===== src/rtl/bcd_pkg.sv =====
package bcd_pkg;
  localparam int BYTE_W = 8;
  localparam int FLAG_N = 6;
  localparam int F_CF = 0;
  localparam int F_PF = 1;
  localparam int F_AF = 2;
  localparam int F_ZF = 3;
  localparam int F_SF = 4;
  localparam int F_OF = 5;

  typedef enum logic [2:0] {
    OP_PK_ADD  = 3'd0,
    OP_PK_SUB  = 3'd1,
    OP_UP_ADD  = 3'd2,
    OP_UP_SUB  = 3'd3,
    OP_SPLIT   = 3'd4,
    OP_FOLD    = 3'd5
  } bcd_op_e;

  function automatic logic even_par(input logic [BYTE_W-1:0] b);
    return ~^b;
  endfunction
endpackage


===== src/rtl/bcd_adjust_core.sv =====
module bcd_adjust_core
  import bcd_pkg::*;
(
  input  logic [2:0]        op_i,
  input  logic [BYTE_W-1:0] al_i,
  input  logic [BYTE_W-1:0] ah_i,
  input  logic              af_i,
  input  logic              cf_i,
  input  logic [BYTE_W-1:0] base_i,
  output logic [BYTE_W-1:0] al_o,
  output logic [BYTE_W-1:0] ah_o,
  output logic [FLAG_N-1:0] flags_o,
  output logic [FLAG_N-1:0] vld_o
);
  logic              nib_fix, hi_fix;
  logic [BYTE_W-1:0] step1, step2;
  logic [2*BYTE_W-1:0] prod, sum;

  always_comb begin
    al_o    = al_i;
    ah_o    = ah_i;
    flags_o = '0;
    vld_o   = '0;
    nib_fix = (al_i[3:0] > 4'd9) | af_i;
    step1   = al_i;
    step2   = al_i;
    hi_fix  = 1'b0;
    prod    = 16'(ah_i) * 16'(base_i);
    sum     = prod + 16'(al_i);
    case (op_i)
      OP_PK_ADD, OP_PK_SUB: begin
        if (op_i == OP_PK_ADD) begin
          step1  = nib_fix ? al_i + 8'h06 : al_i;
          hi_fix = (step1 > 8'h9F) | cf_i;
          step2  = hi_fix ? step1 + 8'h60 : step1;
        end else begin
          step1  = nib_fix ? al_i - 8'h06 : al_i;
          hi_fix = (step1 > 8'h9F) | cf_i;
          step2  = hi_fix ? step1 - 8'h60 : step1;
        end
        al_o           = step2;
        flags_o[F_AF]  = nib_fix;
        flags_o[F_CF]  = hi_fix;
        vld_o[F_AF]    = 1'b1;
        vld_o[F_CF]    = 1'b1;
        if (op_i == OP_PK_ADD) begin
          flags_o[F_SF] = step2[7];
          flags_o[F_ZF] = (step2 == '0);
          vld_o[F_SF]   = 1'b1;
          vld_o[F_ZF]   = 1'b1;
        end
      end
      OP_UP_ADD: begin
        al_o          = nib_fix ? ((al_i + 8'h06) & 8'h0F) : (al_i & 8'h0F);
        ah_o          = nib_fix ? ah_i + 8'h01 : ah_i;
        flags_o[F_AF] = nib_fix;
        flags_o[F_CF] = nib_fix;
        vld_o[F_AF]   = 1'b1;
        vld_o[F_CF]   = 1'b1;
      end
      OP_UP_SUB: begin
        // second borrow when the low byte itself underflows
        al_o          = nib_fix ? ((al_i - 8'h06) & 8'h0F) : (al_i & 8'h0F);
        ah_o          = nib_fix ? ah_i - 8'h01 - {7'd0, al_i < 8'h06} : ah_i;
        flags_o[F_AF] = nib_fix;
        flags_o[F_CF] = nib_fix;
        vld_o[F_AF]   = 1'b1;
        vld_o[F_CF]   = 1'b1;
      end
      OP_FOLD: begin
        al_o          = sum[BYTE_W-1:0];
        ah_o          = '0;
        flags_o[F_AF] = prod[3] ^ sum[3];
        flags_o[F_CF] = (sum > 16'h00FF);
        flags_o[F_OF] = sum[7] ^ al_i[7];
        flags_o[F_SF] = sum[7];
        flags_o[F_ZF] = (sum[BYTE_W-1:0] == '0);
        flags_o[F_PF] = even_par(sum[BYTE_W-1:0]);
        vld_o         = '1;
      end
      default: ;
    endcase
  end
endmodule


===== src/rtl/bcd_base_div.sv =====
module bcd_base_div #(
  parameter int W = 8
) (
  input  logic         clk_i,
  input  logic         rst_ni,
  input  logic         start_i,
  input  logic [W-1:0] dvd_i,
  input  logic [W-1:0] dvs_i,
  output logic         busy_o,
  output logic         done_o,
  output logic [W-1:0] quot_o,
  output logic [W-1:0] rem_o
);
  localparam int CW = $clog2(W + 1);

  logic [W-1:0]  quot_q, rem_q, dvs_q, dvd_q;
  logic [CW-1:0] cnt_q;
  logic          busy_q, done_q;
  logic [W:0]    trial;
  logic          fits;

  assign trial = {rem_q, quot_q[W-1]};
  assign fits  = (trial >= {1'b0, dvs_q});

  always_ff @(posedge clk_i or negedge rst_ni) begin
    if (!rst_ni) begin
      quot_q <= '0; rem_q <= '0; dvs_q <= '0; dvd_q <= '0;
      cnt_q  <= '0; busy_q <= 1'b0; done_q <= 1'b0;
    end else begin
      done_q <= 1'b0;
      if (start_i && !busy_q) begin
        quot_q <= dvd_i;
        dvd_q  <= dvd_i;
        dvs_q  <= dvs_i;
        rem_q  <= '0;
        cnt_q  <= CW'(W);
        busy_q <= 1'b1;
      end else if (busy_q) begin
        rem_q  <= fits ? W'(trial - {1'b0, dvs_q}) : trial[W-1:0];
        quot_q <= {quot_q[W-2:0], fits};
        cnt_q  <= cnt_q - 1'b1;
        if (cnt_q == CW'(1)) begin
          busy_q <= 1'b0;
          done_q <= 1'b1;
        end
      end
    end
  end

  assign busy_o = busy_q;
  assign done_o = done_q;
  assign quot_o = quot_q;
  assign rem_o  = rem_q;


  div_rem_range_chk: assert property (@(posedge clk_i) disable iff (!rst_ni)
    done_o |-> (rem_o < dvs_q));

  div_identity_chk: assert property (@(posedge clk_i) disable iff (!rst_ni)
    done_o |-> ((2*W)'(quot_o) * (2*W)'(dvs_q) + (2*W)'(rem_o) == (2*W)'(dvd_q)));
endmodule


===== src/rtl/bcd_adjust_unit.sv =====
module bcd_adjust_unit
  import bcd_pkg::*;
(
  input  logic        clk_i,
  input  logic        rst_ni,
  input  logic        start_i,
  input  logic [2:0]  op_i,
  input  logic [7:0]  al_i,
  input  logic [7:0]  ah_i,
  input  logic        af_i,
  input  logic        cf_i,
  input  logic [7:0]  base_i,
  output logic        busy_o,
  output logic        done_o,
  output logic [7:0]  al_o,
  output logic [7:0]  ah_o,
  output logic [5:0]  flags_o,
  output logic [5:0]  flags_vld_o,
  output logic        div_err_o
);
  logic [BYTE_W-1:0] c_al, c_ah, d_quot, d_rem;
  logic [FLAG_N-1:0] c_fl, c_vl;
  logic              d_busy, d_done, accept, kick;
  logic [BYTE_W-1:0] al_q, ah_q;
  logic [FLAG_N-1:0] fl_q, vl_q;
  logic              done_q, err_q;
  logic [2:0]        op_q;

  bcd_adjust_core u_core (
    .op_i(op_i), .al_i(al_i), .ah_i(ah_i), .af_i(af_i), .cf_i(cf_i),
    .base_i(base_i), .al_o(c_al), .ah_o(c_ah), .flags_o(c_fl), .vld_o(c_vl)
  );

  assign busy_o = d_busy | d_done;
  assign accept = start_i & ~busy_o;
  assign kick   = accept & (op_i == OP_SPLIT) & (base_i != '0);

  bcd_base_div #(.W(BYTE_W)) u_div (
    .clk_i(clk_i), .rst_ni(rst_ni), .start_i(kick), .dvd_i(al_i),
    .dvs_i(base_i), .busy_o(d_busy), .done_o(d_done),
    .quot_o(d_quot), .rem_o(d_rem)
  );

  always_ff @(posedge clk_i or negedge rst_ni) begin
    if (!rst_ni) begin
      al_q <= '0; ah_q <= '0; fl_q <= '0; vl_q <= '0;
      done_q <= 1'b0; err_q <= 1'b0; op_q <= '0;
    end else begin
      done_q <= 1'b0;
      if (d_done) begin
        al_q          <= d_rem;
        ah_q          <= d_quot;
        fl_q          <= '0;
        fl_q[F_SF]    <= d_rem[7];
        fl_q[F_ZF]    <= (d_rem == '0);
        fl_q[F_PF]    <= even_par(d_rem);
        vl_q          <= '0;
        vl_q[F_SF]    <= 1'b1;
        vl_q[F_ZF]    <= 1'b1;
        vl_q[F_PF]    <= 1'b1;
        err_q         <= 1'b0;
        done_q        <= 1'b1;
      end else if (accept) begin
        op_q <= op_i;
        if (!kick) begin
          al_q   <= c_al;
          ah_q   <= c_ah;
          fl_q   <= c_fl;
          vl_q   <= c_vl;
          err_q  <= (op_i == OP_SPLIT);
          done_q <= 1'b1;
        end
      end
    end
  end

  assign done_o      = done_q;
  assign al_o        = al_q;
  assign ah_o        = ah_q;
  assign flags_o     = fl_q;
  assign flags_vld_o = vl_q;
  assign div_err_o   = err_q;


  quick_done_chk: assert property (@(posedge clk_i) disable iff (!rst_ni)
    (accept && !kick) |=> done_o);

  masked_flags_chk: assert property (@(posedge clk_i) disable iff (!rst_ni)
    done_o |-> ((flags_o & ~flags_vld_o) == '0));

  zero_base_chk: assert property (@(posedge clk_i) disable iff (!rst_ni)
    (done_o && div_err_o) |-> (flags_vld_o == '0 && op_q == OP_SPLIT));

  fold_ah_clear_chk: assert property (@(posedge clk_i) disable iff (!rst_ni)
    (done_o && op_q == OP_FOLD) |-> (ah_o == '0));

  busy_no_kick_chk: assert property (@(posedge clk_i) disable iff (!rst_ni)
    (d_busy && start_i) |=> !$rose(done_o) || $past(d_done));
endmodule


===== config.mk =====
export PLATFORM = sky130hd
export DESIGN_NAME = bcd_adjust_unit
export DESIGN_NICKNAME = d
export VERILOG_FILES = /design/src/rtl/bcd_pkg.sv /design/src/rtl/bcd_adjust_core.sv /design/src/rtl/bcd_base_div.sv /design/src/rtl/bcd_adjust_unit.sv
export SDC_FILE = /design/constraint.sdc
export NUM_CORES = 1
export LEC_CHECK = 0
export CAP_MARGIN = 20
export CORE_ASPECT_RATIO = 1.25
export CORE_MARGIN = 3
export CORE_UTILIZATION = 50
export CTS_CLUSTER_DIAMETER = 200
export CTS_CLUSTER_SIZE = 20
export DETAILED_ROUTE_END_ITERATION = 10
export PLACE_DENSITY = 0.75
export SKIP_CTS_REPAIR_TIMING = 1
export SLEW_MARGIN = 10
export SYNTH_ARGS = -nofsm -noshare
export SYNTH_HDL_FRONTEND = slang
export SYNTH_SLANG_ARGS = --single-unit
export TNS_END_PERCENT = 1

===== constraint.sdc =====
create_clock -name clk_i -period 3 [get_ports clk_i]
set_input_delay 0.6 -clock clk_i [delete_from_list [all_inputs] [get_ports clk_i]]
set_output_delay 0.6 -clock clk_i [all_outputs]
set_load 0.01 [all_outputs]

==> impl_metrics.yaml <==
yosys:
  ys_ff_latch: 58
  syn_avg_cell_area_um2: 8.47
  synth_edf_count: 0
  yosys-top-cells-area: "dfrtp_1, ha_1, fa_1"
  synth.net_count: 944
  synth_top_area_cell: "dfrtp_1"
  synthArstFlopShare_pct: 100
  yosysWarnings: 0
  netlist_area_mm2: 0.00678
  synth_top_area_share_pct: 21.4
  syn_inst: 801
  yosysSeqAreaShare_pct: 21.4
  synth.distinct_cells: 73
  yosys_most_used_dff: "dfrtp_1"
critical_path:
  worst_path_most_repeated_cell: "fa_1"
  cp_data_required_time_ps: 3220
  cp_cell_sequence: "buf_8 -> buf_6 -> buf_4 -> and2_1 -> fa_1 -> fa_1 -> fa_1 -> inv_1 -> fa_1 -> inv_1 -> ha_2 -> or3_4 -> or3_4 -> o22ai_4 -> xnor2_2 -> nand3_2 -> or4_4 -> a41o_1"
  r2r_start: "u_div.dvs_q[1]"
  path_delay_family: "adder cells"
  critPathSlowestCell: "fa_1"
  cpPeakStageDelay_ps: 570
  startpoint: "base_i[4]"
  cp_max_fo: 5
  path_buf_inv: 5
  endpoint_kind: "register"
  startpoint_type: "primary input"
  critPathArrivalTime_ps: 5440
  critPathKind: "in2reg"
final_layout:
  synthToLayoutAreaGrowth_pct: 34.9
  n_antenna_cell: 0
  drive_gt1_share_pct: 25.3
  finalNetCount: 1123
  fin_util_pct: 70.7
  layoutNonFillerInstCount: 1153
sta:
  setup_slack_ps: -2220
  slew_viol_final: 0
  hold_viol_final: 0
  whs_ps: 378
  max_slew.worst_pin.slew_ps: 848
  finalSetupViolations: 11
  max_slew_margin_pct: 43.5
  clock_skew_ps: 5.62
  fmax_mhz: 192
  rsz0062_at_grt: "yes"
  fin_crit_ps: 5220
  period_share_pct: 174
clock_tree:
  cts_buffer_depth: 2
  cts_buffers: 9
  clock-root-buffer: "clkbuf_16"
  clock-sinks: 58
  cts_tree: "yes"
  clk_pin_slew_worst_paths_ps: 50
  cts-htree-levels: 3
  clock_latency_ps: 330
detailed_routing:
  drtIter0Drc: 678
  vias: 6772
  viasPerCell: 5.87
  dr.pass1.iters: 7
  drc: 0
  totalWireLength_mm: 22.3
  ant_nets: 0
  detail_route.wl_per_cell_um: 19.4
floorplanning:
  chipHeight_um: 136
  core.rowCount: 46
  chipWidth_um: 110
  core_mm2: 0.0129
  die_area_mm2: 0.0150
  start_util_pct: 52.4
  io_pins: 63
global_route:
  antenna_found_initial: 1
  grt_max_degree: 38
  track_usage_pct: 30.0
  grt_overflow: 0
  grt_pass1_vias: 6942
  grt_pass1_wl_mm: 34.9
placement:
  port_buffers: 62
  globalplace.congestion: 0.972
  dp_cells: 1130
  pre_cts_slack_ps: -2980
  dp_hpwl_mm: 17.9
power:
  cellPowerDensity_mw_per_mm2: 920
  irDropWorstVdd_v: 0.000610
  p_leak_nw: 4.40
worst_hold_path:
  hp-class: "in2async"
status:
  status: "finished with violations"
  violations: "negative setup slack"
job:
  cap_violations: 0
[final cells by class]
cell class,count,area (um^2)
multi-input combinational,600,5070
fill,966,3800
timing repair buffer,211,1740
sequential,58,1450
inverter,100,375
clock buffer,10,239
tap,168,210
clock inverter,6,66.3
[cell usage in the layout (no fill, tap or decap), types with 29 or more instances in the layout]
cell,instances
buf_4,143
inv_1,98
nand2_1,81
ha_1,64
dfrtp_1,58
and2_1,50
clkdlybuf4s50_1,45
fa_1,37
nor2_1,35
xnor2_1,29
[synth_stat cells, drive strengths merged (4+ instances only)]
master   count
a211oi      10
a21o         9
a21oi       31
a222oi       4
a22oi       15
a31oi        4
and2        54
buf         15
clkbuf      28
dfrtp       58
fa          38
ha          73
inv        100
mux2         5
mux2i        9
nand2       81
nand2b       4
nand3       11
nand4        5
nor2        41
nor2b        6
nor3        23
nor4         8
o2111ai      5
o211ai       4
o21a         7
o21ai       42
o22ai        8
o311ai       5
o31ai        9
or2          4
or3          5
xnor2       31
xor2        11
[logic make-up after synthesis]
logic type | after synthesis | share of synthesized area, %
mux | 14 | 2.21
compound gates | 180 | 18.8
fa+ha+maj | 111 | 24.7
buf+inv | 143 | 8.39
flops | 58 | 21.4
simple gates | 253 | 19.1
xor+xnor | 42 | 5.42
[power breakdown]
group | internal (mW) | switching [mW] | total [mW]
Clock | 0.664 | 0.370 | 1.03
Combinational | 2.90 | 3.03 | 5.93
Sequential | 1.14 | 0.306 | 1.45
[routing by layer]
metal / part of all wire [%] / wire (um) / global-route usage [%]
met3: 5.5 / 1220 / 4.04
met1: 39 / 8730 / 36.1
met5: 0.058 / 13 / 0
met2: 50 / 11200 / 52.2
met4: 5.1 / 1140 / 14.1
[worst paths after layout]
| check | depth (start not counted) | endpoint | slack, ps |
|---|---|---|---|
| worst max-delay path | 18 | flags_o[0] | -2220 |
| worst min-delay path | 1 | al_o[4] | 380 |
| worst max register to register | 9 | u_div.rem_o[4] | 400 |
| worst min register to register | 2 | al_o[1] | 480 |
| max in group asynchronous | 2 | u_div.dvs_q[5] | 1910 |
| min in group clk_i | 2 | al_o[1] | 480 |
[sequential cells by signal, indices dropped and copies added, names as in the netlist]
signal	cells
u_div.busy_o	1
u_div.quot_o	8
div_err_o	1
ah_o	8
u_div.done_o	1
flags_vld_o	4
u_div.rem_o	8
u_div.dvs_q	8
u_div.cnt_q	4
flags_o	6
al_o	8
done_o	1
[through the flow]
step,power (mW),instance area [um^2],setup TNS (ps)
final,8.41,9150,-16020
after global routing,8.98,9150,-17710
after CTS,7.89,8840,-22590
after detailed placement,6.81,8530,-28100
after global placement,6.59,8530,-26790
after floorplan,4.73,6850,-16160
Note: power is estimated with default switching activity, not from simulation.
